**config.mk**
```make
export PLATFORM = sky130hd
export DESIGN_NAME = img_pos_ctrl
export DESIGN_NICKNAME = d
export VERILOG_FILES = /design/src/rtl/img_pos_pkg.sv /design/src/rtl/pin_sync.sv /design/src/rtl/toggle_det.sv /design/src/rtl/ofs_accum.sv /design/src/rtl/mode_watch.sv /design/src/rtl/img_pos_ctrl.sv
export SDC_FILE = /design/constraint.sdc
export NUM_CORES = 1
export LEC_CHECK = 0
export BUFFER_PORTS_ARGS = -buffer_cell sky130_fd_sc_hd__buf_2
export CAP_MARGIN = 20
export CORE_MARGIN = 4
export CORE_UTILIZATION = 55
export CTS_CLUSTER_SIZE = 8
export DETAILED_ROUTE_END_ITERATION = 16
export PLACE_DENSITY = 0.83
export SETUP_SLACK_MARGIN = 0.1
export SLEW_MARGIN = 15
export SYNTH_ARGS = -nofsm -noshare
export SYNTH_HDL_FRONTEND = slang
export SYNTH_SLANG_ARGS = --single-unit
```
**constraint.sdc**
```tcl
create_clock -name clk_i -period 3 [get_ports clk_i]
set_input_delay 0.6 -clock clk_i [delete_from_list [all_inputs] [get_ports clk_i]]
set_output_delay 0.6 -clock clk_i [all_outputs]
set_load 0.005 [all_outputs]
```
**src/rtl/img_pos_pkg.sv**
```systemverilog
package img_pos_pkg;
  localparam int N_DIR     = 4;
  localparam int DIR_DOWN  = 0;
  localparam int DIR_UP    = 1;
  localparam int DIR_RIGHT = 2;
  localparam int DIR_LEFT  = 3;
endpackage

```
**src/rtl/pin_sync.sv**
```systemverilog
module pin_sync #(
  parameter int W      = 4,
  parameter int STAGES = 2
) (
  input  logic         clk_i,
  input  logic         rst_ni,
  input  logic [W-1:0] d_i,
  output logic [W-1:0] q_o
);
  logic [W-1:0] st_q [STAGES];

  always_ff @(posedge clk_i or negedge rst_ni) begin
    if (!rst_ni) begin
      for (int s = 0; s < STAGES; s++) st_q[s] <= '1;
    end else begin
      st_q[0] <= d_i;
      for (int s = 1; s < STAGES; s++) st_q[s] <= st_q[s-1];
    end
  end

  assign q_o = st_q[STAGES-1];
endmodule

```
**src/rtl/toggle_det.sv**
```systemverilog
module toggle_det (
  input  logic clk_i,
  input  logic rst_ni,
  input  logic eff_i,
  output logic step_o
);
  // armed_q high after the control went low; the rise completes the toggle
  logic armed_q;

  always_ff @(posedge clk_i or negedge rst_ni) begin
    if (!rst_ni) armed_q <= 1'b0;
    else         armed_q <= ~eff_i;
  end

  assign step_o = armed_q & eff_i;
endmodule

```
**src/rtl/ofs_accum.sv**
```systemverilog
module ofs_accum #(
  parameter int W    = 10,
  parameter int STEP = 4
) (
  input  logic                clk_i,
  input  logic                rst_ni,
  input  logic                clr_i,
  input  logic                inc_i,
  input  logic                dec_i,
  output logic signed [W-1:0] ofs_o
);
  localparam int XW = W + 2;
  localparam logic signed [XW-1:0] MAX_X  = XW'((2 ** (W - 1)) - 1);
  localparam logic signed [XW-1:0] MIN_X  = ~MAX_X;
  localparam logic signed [XW-1:0] STEP_X = XW'(STEP);

  logic signed [W-1:0]  ofs_q;
  logic signed [XW-1:0] cur_x, sum_x, sat_x;

  always_comb begin
    cur_x = $signed({{2{ofs_q[W-1]}}, ofs_q});
    sum_x = cur_x;
    if (inc_i) sum_x = sum_x + STEP_X;
    if (dec_i) sum_x = sum_x - STEP_X;
    if (sum_x > MAX_X)      sat_x = MAX_X;
    else if (sum_x < MIN_X) sat_x = MIN_X;
    else                    sat_x = sum_x;
  end

  always_ff @(posedge clk_i or negedge rst_ni) begin
    if (!rst_ni)    ofs_q <= '0;
    else if (clr_i) ofs_q <= '0;
    else            ofs_q <= sat_x[W-1:0];
  end

  assign ofs_o = ofs_q;
endmodule

```
**src/rtl/mode_watch.sv**
```systemverilog
module mode_watch #(
  parameter int MODE_W  = 3,
  parameter int MODE_LO = 1,
  parameter int MODE_HI = 6,
  parameter int MODE_ALT = 1
) (
  input  logic              clk_i,
  input  logic              rst_ni,
  input  logic [MODE_W-1:0] mode_i,
  output logic              clr_o
);
  localparam logic [MODE_W-1:0] LO  = MODE_W'(MODE_LO);
  localparam logic [MODE_W-1:0] HI  = MODE_W'(MODE_HI);
  localparam logic [MODE_W-1:0] ALT = MODE_W'(MODE_ALT);

  logic [MODE_W-1:0] cur_q, prev_q;
  logic chg, trip_a, trip_b;

  always_comb begin
    chg    = (mode_i != cur_q);
    // x -> 0 -> x with x in LO..HI
    trip_a = (cur_q == '0) && (prev_q >= LO) && (prev_q <= HI);
    // 0 -> ALT -> 0
    trip_b = (cur_q == ALT) && (prev_q == '0);
    clr_o  = chg && (mode_i == prev_q) && (trip_a || trip_b);
  end

  always_ff @(posedge clk_i or negedge rst_ni) begin
    if (!rst_ni) begin
      cur_q  <= '0;
      prev_q <= '0;
    end else if (chg) begin
      prev_q <= cur_q;
      cur_q  <= mode_i;
    end
  end
endmodule

```
**src/rtl/img_pos_ctrl.sv**
```systemverilog
module img_pos_ctrl
  import img_pos_pkg::*;
#(
  parameter int ADDR_W      = 8,
  parameter int DATA_W      = 8,
  parameter int REG_ADDR    = 5,
  parameter int OFS_W       = 10,
  parameter int STEP        = 4,
  parameter int SYNC_STAGES = 2,
  parameter int MODE_W      = 3
) (
  input  logic                    clk_i,
  input  logic                    rst_ni,
  input  logic                    wr_en_i,
  input  logic [ADDR_W-1:0]       wr_addr_i,
  input  logic [DATA_W-1:0]       wr_data_i,
  input  logic [N_DIR-1:0]        dir_pin_i,
  input  logic [MODE_W-1:0]       mode_i,
  output logic signed [OFS_W-1:0] h_ofs_o,
  output logic signed [OFS_W-1:0] v_ofs_o
);
  localparam logic [ADDR_W-1:0] REG_A = ADDR_W'(REG_ADDR);

  logic [N_DIR-1:0] dir_reg_q, pin_s, eff, step;
  logic             mode_clr;
  logic             reg_hit;

  assign reg_hit = wr_en_i && (wr_addr_i == REG_A);

  always_ff @(posedge clk_i or negedge rst_ni) begin
    if (!rst_ni)      dir_reg_q <= '1;
    else if (reg_hit) dir_reg_q <= wr_data_i[N_DIR-1:0];
  end

  pin_sync #(.W(N_DIR), .STAGES(SYNC_STAGES)) u_sync (
    .clk_i (clk_i),
    .rst_ni(rst_ni),
    .d_i   (dir_pin_i),
    .q_o   (pin_s)
  );

  assign eff = dir_reg_q & pin_s;

  for (genvar d = 0; d < N_DIR; d++) begin : g_dir
    toggle_det u_tog (
      .clk_i (clk_i),
      .rst_ni(rst_ni),
      .eff_i (eff[d]),
      .step_o(step[d])
    );
  end

  mode_watch #(.MODE_W(MODE_W)) u_mode (
    .clk_i (clk_i),
    .rst_ni(rst_ni),
    .mode_i(mode_i),
    .clr_o (mode_clr)
  );

  ofs_accum #(.W(OFS_W), .STEP(STEP)) u_h (
    .clk_i (clk_i),
    .rst_ni(rst_ni),
    .clr_i (mode_clr),
    .inc_i (step[DIR_RIGHT]),
    .dec_i (step[DIR_LEFT]),
    .ofs_o (h_ofs_o)
  );

  ofs_accum #(.W(OFS_W), .STEP(STEP)) u_v (
    .clk_i (clk_i),
    .rst_ni(rst_ni),
    .clr_i (mode_clr),
    .inc_i (step[DIR_DOWN]),
    .dec_i (step[DIR_UP]),
    .ofs_o (v_ofs_o)
  );
endmodule

```
==> results_dict.tcl, run 1 <==
set metrics [dict create \
    globalRouteTotalUtil_pct 20.29 \
    avgViaCountPerCell 5.933 \
    gp_congestion 0.9657 \
    worst-path-buf-inv 0 \
    die_y_um 74.25 \
    tns_ns 0 \
    cp_data_required_time_ns 3.22 \
    vias 2035 \
    grt_pass1_vias 1924 \
    ys_seq_area_share_pct 42.09 \
    clock_skew_ns 0.006215 \
    design.die.area_mm2 0.005512 \
    path_max_fanout 9 \
    wl_per_cell_um 14.83 \
    ys_async_sr_fraction_pct 100.0 \
    yosysTopAreaCell "dfrtp_1" \
    row_count 23 \
    n_fill_cell 338 \
    ys_warn_count 0 \
    max_slew_margin_pct 42.72 \
    maxCapViolations 0 \
    fin_hold_ws_ns 0.3575 \
    min_period_ns 2.632 \
    ant_nets 0 \
    pin_count 46 \
    cts_sinks 40 \
    rsz0062_at_grt "no" \
    grt_max_degree 41 \
    status "finished clean" \
    yosysMostFrequentCell "nand2_1" \
    reg2regPathDepth 8 \
    hold_path_end "u_sync.q_o[3]" \
    r2r-start "dir_reg_q[0]" \
    ctsResizeCount 0 \
    final_util_pct 66.40 \
    clock_latency_ns 0.30 \
    period_share_pct 87.75 \
    cts_tree "done" \
    gr-total-overflow 0 \
    initial_core_util_pct 58.65 \
    cts-root-buf "clkbuf_8" \
    cts.reportedPaths.clkPinSlew_ns 0.08 \
    dp_slack_ns 0.3732 \
    r2r_end "u_v.ofs_o[4]" \
    crit_path_end_kind "flip-flop" \
    remaining_drc_errors 0 \
    dp_hpwl_mm 3.624 \
    nets 322 \
    rrSetupSlack_ns 0.37 \
    syn_inst 259 \
    crit_chain "and3_1 > mux2i_1 > ha_1 > nand3_1 > nor2b_1 > o2111ai_1 > a221o_1 > o21ai_0" \
    synthTopCellsByArea "dfrtp_1, dfstp_2, xnor2_1" \
    first_iter_violations 213 \
    die_w_um 74.25 \
    hp-class "flip-flop to flip-flop" \
    crit_family "simple AND/OR/NAND/NOR gates" \
    hold_viol 0 \
    synth-main-ff-cell "dfrtp_1" \
    synth_edf_count 0 \
    holdPathStages 0 \
    cts_setup_buffers 0 \
    ir_drop_mv 0.4135 \
    worst_slack_ns 0.3675 \
    cts-hold-fix-buffers 0 \
    synthDistinctLibCells 52 \
    grt_first_pass_wirelength_mm 8.694 \
    max_stage_delay_ns 0.57 \
    worstMarginPinSlew_ns 0.8591 \
    diodes 0 \
    antenna_found_initial 0 \
    netlist_area_mm2 0.002414 \
    cellLeakagePower_nw 1.152 \
    critical_path_class "flip-flop to flip-flop" \
    crit_path_top_delay_cell "dfstp_2" \
    synthTopCellsByCount "nand2_1, dfrtp_1, xnor2_1" \
    drtPass1Iterations 4 \
    arrival_ns 2.85 \
    synth_top_area_share_pct 29.03 \
    power_density_mw_per_mm2 700.8 \
    synth.avg_cell_area_um2 9.319 \
    drive_gt1_share_pct 26.62 \
    area_growth_pct 13.22 \
    cts_inserted_buffers 5 \
    min_from "u_sync.st_q[7]" \
    core-area_mm2 0.004115 \
    slew_viol_final 0 \
    synthesis.nets 289 \
    h-tree-depth 2 \
    ys_seq_elements 40 \
    clock.fmax_mhz 379.9 \
    clockBufferDepth 2 \
    setup_violations 0 \
    drt_wl_total_mm 5.087 \
    critPathLaunchType "flip-flop" \
    io_buffers 41 \
    p_total_mw 1.915 \
]
flip-flops by register name, summed over array words and instances, names as in the netlist:
name / cells
u_mode.cur_q: 3
u_sync.q_o: 4
u_mode.prev_q: 3
u_sync.st_q: 4
u_h.ofs_o: 9
g_dir.u_tog.armed_q: 4
dir_reg_q: 4
u_v.ofs_o: 9
cell type report:
class                      count  area (µm²)  share of cell area, %
clock buffer                   5       68.82                  2.518
clock inverter                 3       45.04                  1.648
inverter                       5       18.77                 0.6868
multi-input combinational    198        1309                  47.89
sequential                    40        1016                  37.18
tap                           50       62.56                  2.289
timing repair buffer          42       212.7                  7.784
per-stage QoR:
stage | std cells | area [µm²]
after floorplan | 259 | 2414
after global placement | 335 | 2619
after detailed placement | 335 | 2619
after CTS | 343 | 2733
after global routing | 343 | 2733
final | 343 | 2733
cells in the final DEF, fill, tap and decap left out, types with 2 or more instances in the layout:
cell type and count:
and2_1 4, buf_2 41, and3_1 10, nor4_1 2
o22ai_1 3, mux2_2 8, nor3b_1 3, o21ai_0 9
ha_1 4, and4_1 2, xor2_1 6, inv_1 5
nand4_1 6, nor2b_1 2, a31oi_1 2, dfrtp_1 28
a21oi_1 9, nand2b_1 3, nor4b_1 2, nand2_1 36
or3_1 3, o21ai_1 2, a21oi_2 2, nor2_1 13
nand3_1 10, o31ai_1 2, a211oi_1 3, xnor2_1 18
dfstp_2 12, clkbuf_8 5, nor3_1 9, mux2i_1 6
o32ai_1 2
how the worst max path moves through the flow:
stage	from	endpoint	slack [ns]	cells after the start
6_report	dir_reg_q[0]	u_v.ofs_o[4]	0.37	8
5_1_grt	dir_reg_q[0]	u_v.ofs_o[4]	0.11	8
4_1_cts	dir_reg_q[0]	u_v.ofs_o[4]	0.36	8
3_5_place_dp	dir_reg_q[0]	u_v.ofs_o[0]	0.37	8
3_3_place_gp	dir_reg_q[0]	u_v.ofs_o[3]	0.47	8
2_1_floorplan	dir_reg_q[2]	u_h.ofs_o[8]	0.73	9
cell families after synthesis:
group,synth area share [%]
xor gates and xnor gates,8.709
buffers and inverters,3.680
muxes,6.221
and+or+nand+nor,24.31
AOI/OAI and AO/OA,12.91
adders and majority gates,2.074
DFF,42.09
where the power goes:
group          internal, mW  switching, mW
logic                 0.310          0.330
registers             0.639          0.176
clock network         0.251          0.209
total                  1.20          0.714
layer usage:
| metal | track usage [%] | share of wire (%) |
|---|---|---|
| met4 | 6.917 | 1.4 |
| met5 | 0 | 0 |
| met3 | 5.135 | 6.9 |
| met2 | 33.17 | 48 |
| met1 | 26.37 | 44 |
No activity file was read; power rests on OpenSTA's default activity.
==> run 2, diff against run 1 <==
Settings changed: CORE_UTILIZATION 55 to 57, CTS_BUF_LIST set to sky130_fd_sc_hd__clkbuf_8, PLACE_DENSITY 0.83 to 0.86.
==> run 2 against run 1 <==
- cell count rose by 0.29%
- utilization rose by 0.33 points
- via count fell by 0.34%
- routed wire length fell by 4.3%
- critical endpoint is now u_v.ofs_o[5]
- largest cell class unchanged
- highest routed layer unchanged
==> results_dict.tcl, run 2 (same netlist as run 1, synthesis figures left out) <==
set metrics [dict create \
    status "finished clean" \
    cts-root-buf "clkbuf_8" \
    slew_viol_final 0 \
    clockBufferDepth 2 \
    cts_inserted_buffers 5 \
    max_slew_margin_pct 44.17 \
    power_frac_clock_pct 18.9 \
    cp_data_required_time_ns 3.20 \
    pin_count 46 \
    dp_hpwl_mm 3.746 \
    first_iter_violations 121 \
    critical_path_class "flip-flop to flip-flop" \
    p_seq_share_pct 45.4 \
    drtPass1Iterations 4 \
    final_common_cell "buf_2" \
    path_max_fanout 9 \
    dp.cells 336 \
    period_share_pct 87.54 \
    power_density_mw_per_mm2 656.9 \
    gr-total-overflow 0 \
    critPathLaunchType "flip-flop" \
    antenna_found_initial 0 \
    core-area_mm2 0.004058 \
    setup_violations 0 \
    final_cell_mix "buf_2, nand2_1, dfrtp_1" \
    io_buffers 41 \
    h-tree-depth 2 \
    cts.reportedPaths.clkPinSlew_ns 0.07 \
    avgViaCountPerCell 5.895 \
    cts_tree "done" \
    p_comb_share_pct 35.7 \
    hp-class "flip-flop to flip-flop" \
    die_w_um 73.07 \
    clock.fmax_mhz 380.8 \
    diodes 0 \
    die_y_um 73.07 \
    p_switching_mw 0.6734 \
    globalRouteTotalUtil_pct 20.61 \
    clock_latency_ns 0.29 \
    ant_nets 0 \
    cts-hold-fix-buffers 0 \
    arrival_ns 2.83 \
    grt_pass1_vias 1942 \
    gp_congestion 0.8982 \
    tns_ns 0 \
    cellLeakagePower_nw 1.149 \
    nets 323 \
    row_count 23 \
    crit_path_end_kind "flip-flop" \
    remaining_drc_errors 0 \
    ctsResizeCount 0 \
    fin_cells 344 \
    drt_wl_total_mm 4.866 \
    maxCapViolations 0 \
    cts_setup_buffers 0 \
    swShare_pct 37.86 \
    clock_skew_ns 0.004457 \
    intPower_mw 1.105 \
    wl_per_cell_um 14.15 \
    vias 2028 \
    drive_gt1_share_pct 26.19 \
    area_growth_pct 12.18 \
    min_period_ns 2.626 \
    worstMarginPinSlew_ns 0.8375 \
    initial_core_util_pct 59.48 \
    design.die.area_mm2 0.005339 \
    cts_sinks 40 \
    hold_viol 0 \
    grt_first_pass_wirelength_mm 8.604 \
    ir_drop_mv 0.4348 \
    rsz0062_at_grt "no" \
    grt_max_degree 41 \
]
## run 2: changes by cell type in the layout (fill, tap and decap cells not counted)
cell	previous run	this run
bufinv_16	1	0
inv_1	5	7
inv_6	1	0
inv_4	1	0
buf_4	1	2
clkinv_2	0	1
## run 2: metrics by stage
stage / worst slack, ns / util [%] / power (mW) / cell area [µm²] / hold WS (ns)
final: 0.3738 / 66.73 / 1.779 / 2708 / 0.3578
after global routing: 0.1306 / 66.73 / 1.922 / 2708 / 0.3656
after CTS: 0.3658 / 66.73 / 1.788 / 2708 / 0.3591
after detailed placement: 0.3917 / 64.72 / 1.448 / 2626 / 0.3481
after global placement: 0.4503 / 64.72 / 1.425 / 2626 / 0.3460
after floorplan: 0.7346 / - / 1.247 / 2414 / 0.3044
## run 2: per-layer routing
| metal | up-vias | part of all wire [%] | global-route usage [%] |
|---|---|---|---|
| met2 | 62 | 48 | 34.26 |
| li1 | 985 | - | - |
| met5 | - | 0 | 0 |
| met1 | 972 | 45 | 26.81 |
| met4 | 0 | 1.7 | 7.992 |
| met3 | 9 | 6.1 | 3.306 |
## run 2: layout make-up
| cell class | instances | area, µm² |
|---|---|---|
| Clock buffer | 5 | 68.82 |
| Clock inverter | 3 | 12.51 |
| Fill cell | 322 | 1350 |
| Inverter | 5 | 18.77 |
| Multi-Input combinational cell | 198 | 1309 |
| Sequential cell | 40 | 1016 |
| Tap cell | 50 | 62.56 |
| Timing Repair Buffer | 43 | 220.2 |
## run 2: critical path: stages (launching register included)
cell and delay (ns):
dfstp_2 0.56, and3_1 0.36, mux2i_1 0.29, ha_1 0.26, nand3_1 0.11, nor2b_1 0.25
o2111ai_1 0.14, a221o_1 0.44, o21ai_0 0.13
## run 2: worst paths after layout
check	cells past startpoint	slack [ns]	endpoint	startpoint
max in group asynchronous	1	2.06	u_v.ofs_o[6]	rst_ni
worst max register to register	8	0.37	u_v.ofs_o[5]	dir_reg_q[0]
worst max-delay path	8	0.37	u_v.ofs_o[5]	dir_reg_q[0]
min in group asynchronous	1	0.40	u_mode.cur_q[2]	rst_ni
worst min register to register	0	0.36	u_sync.q_o[3]	u_sync.st_q[7]
worst min-delay path	0	0.36	u_sync.q_o[3]	u_sync.st_q[7]
## run 2: power by group through the flow
stage	clock (mW)	sequential (mW)	combinational (mW)
2_1_floorplan	0	0.763	0.484
3_3_place_gp	0	0.808	0.617
3_5_place_dp	0	0.814	0.634
4_1_cts	0.346	0.804	0.638
5_1_grt	0.370	0.834	0.718
6_report	0.336	0.808	0.635
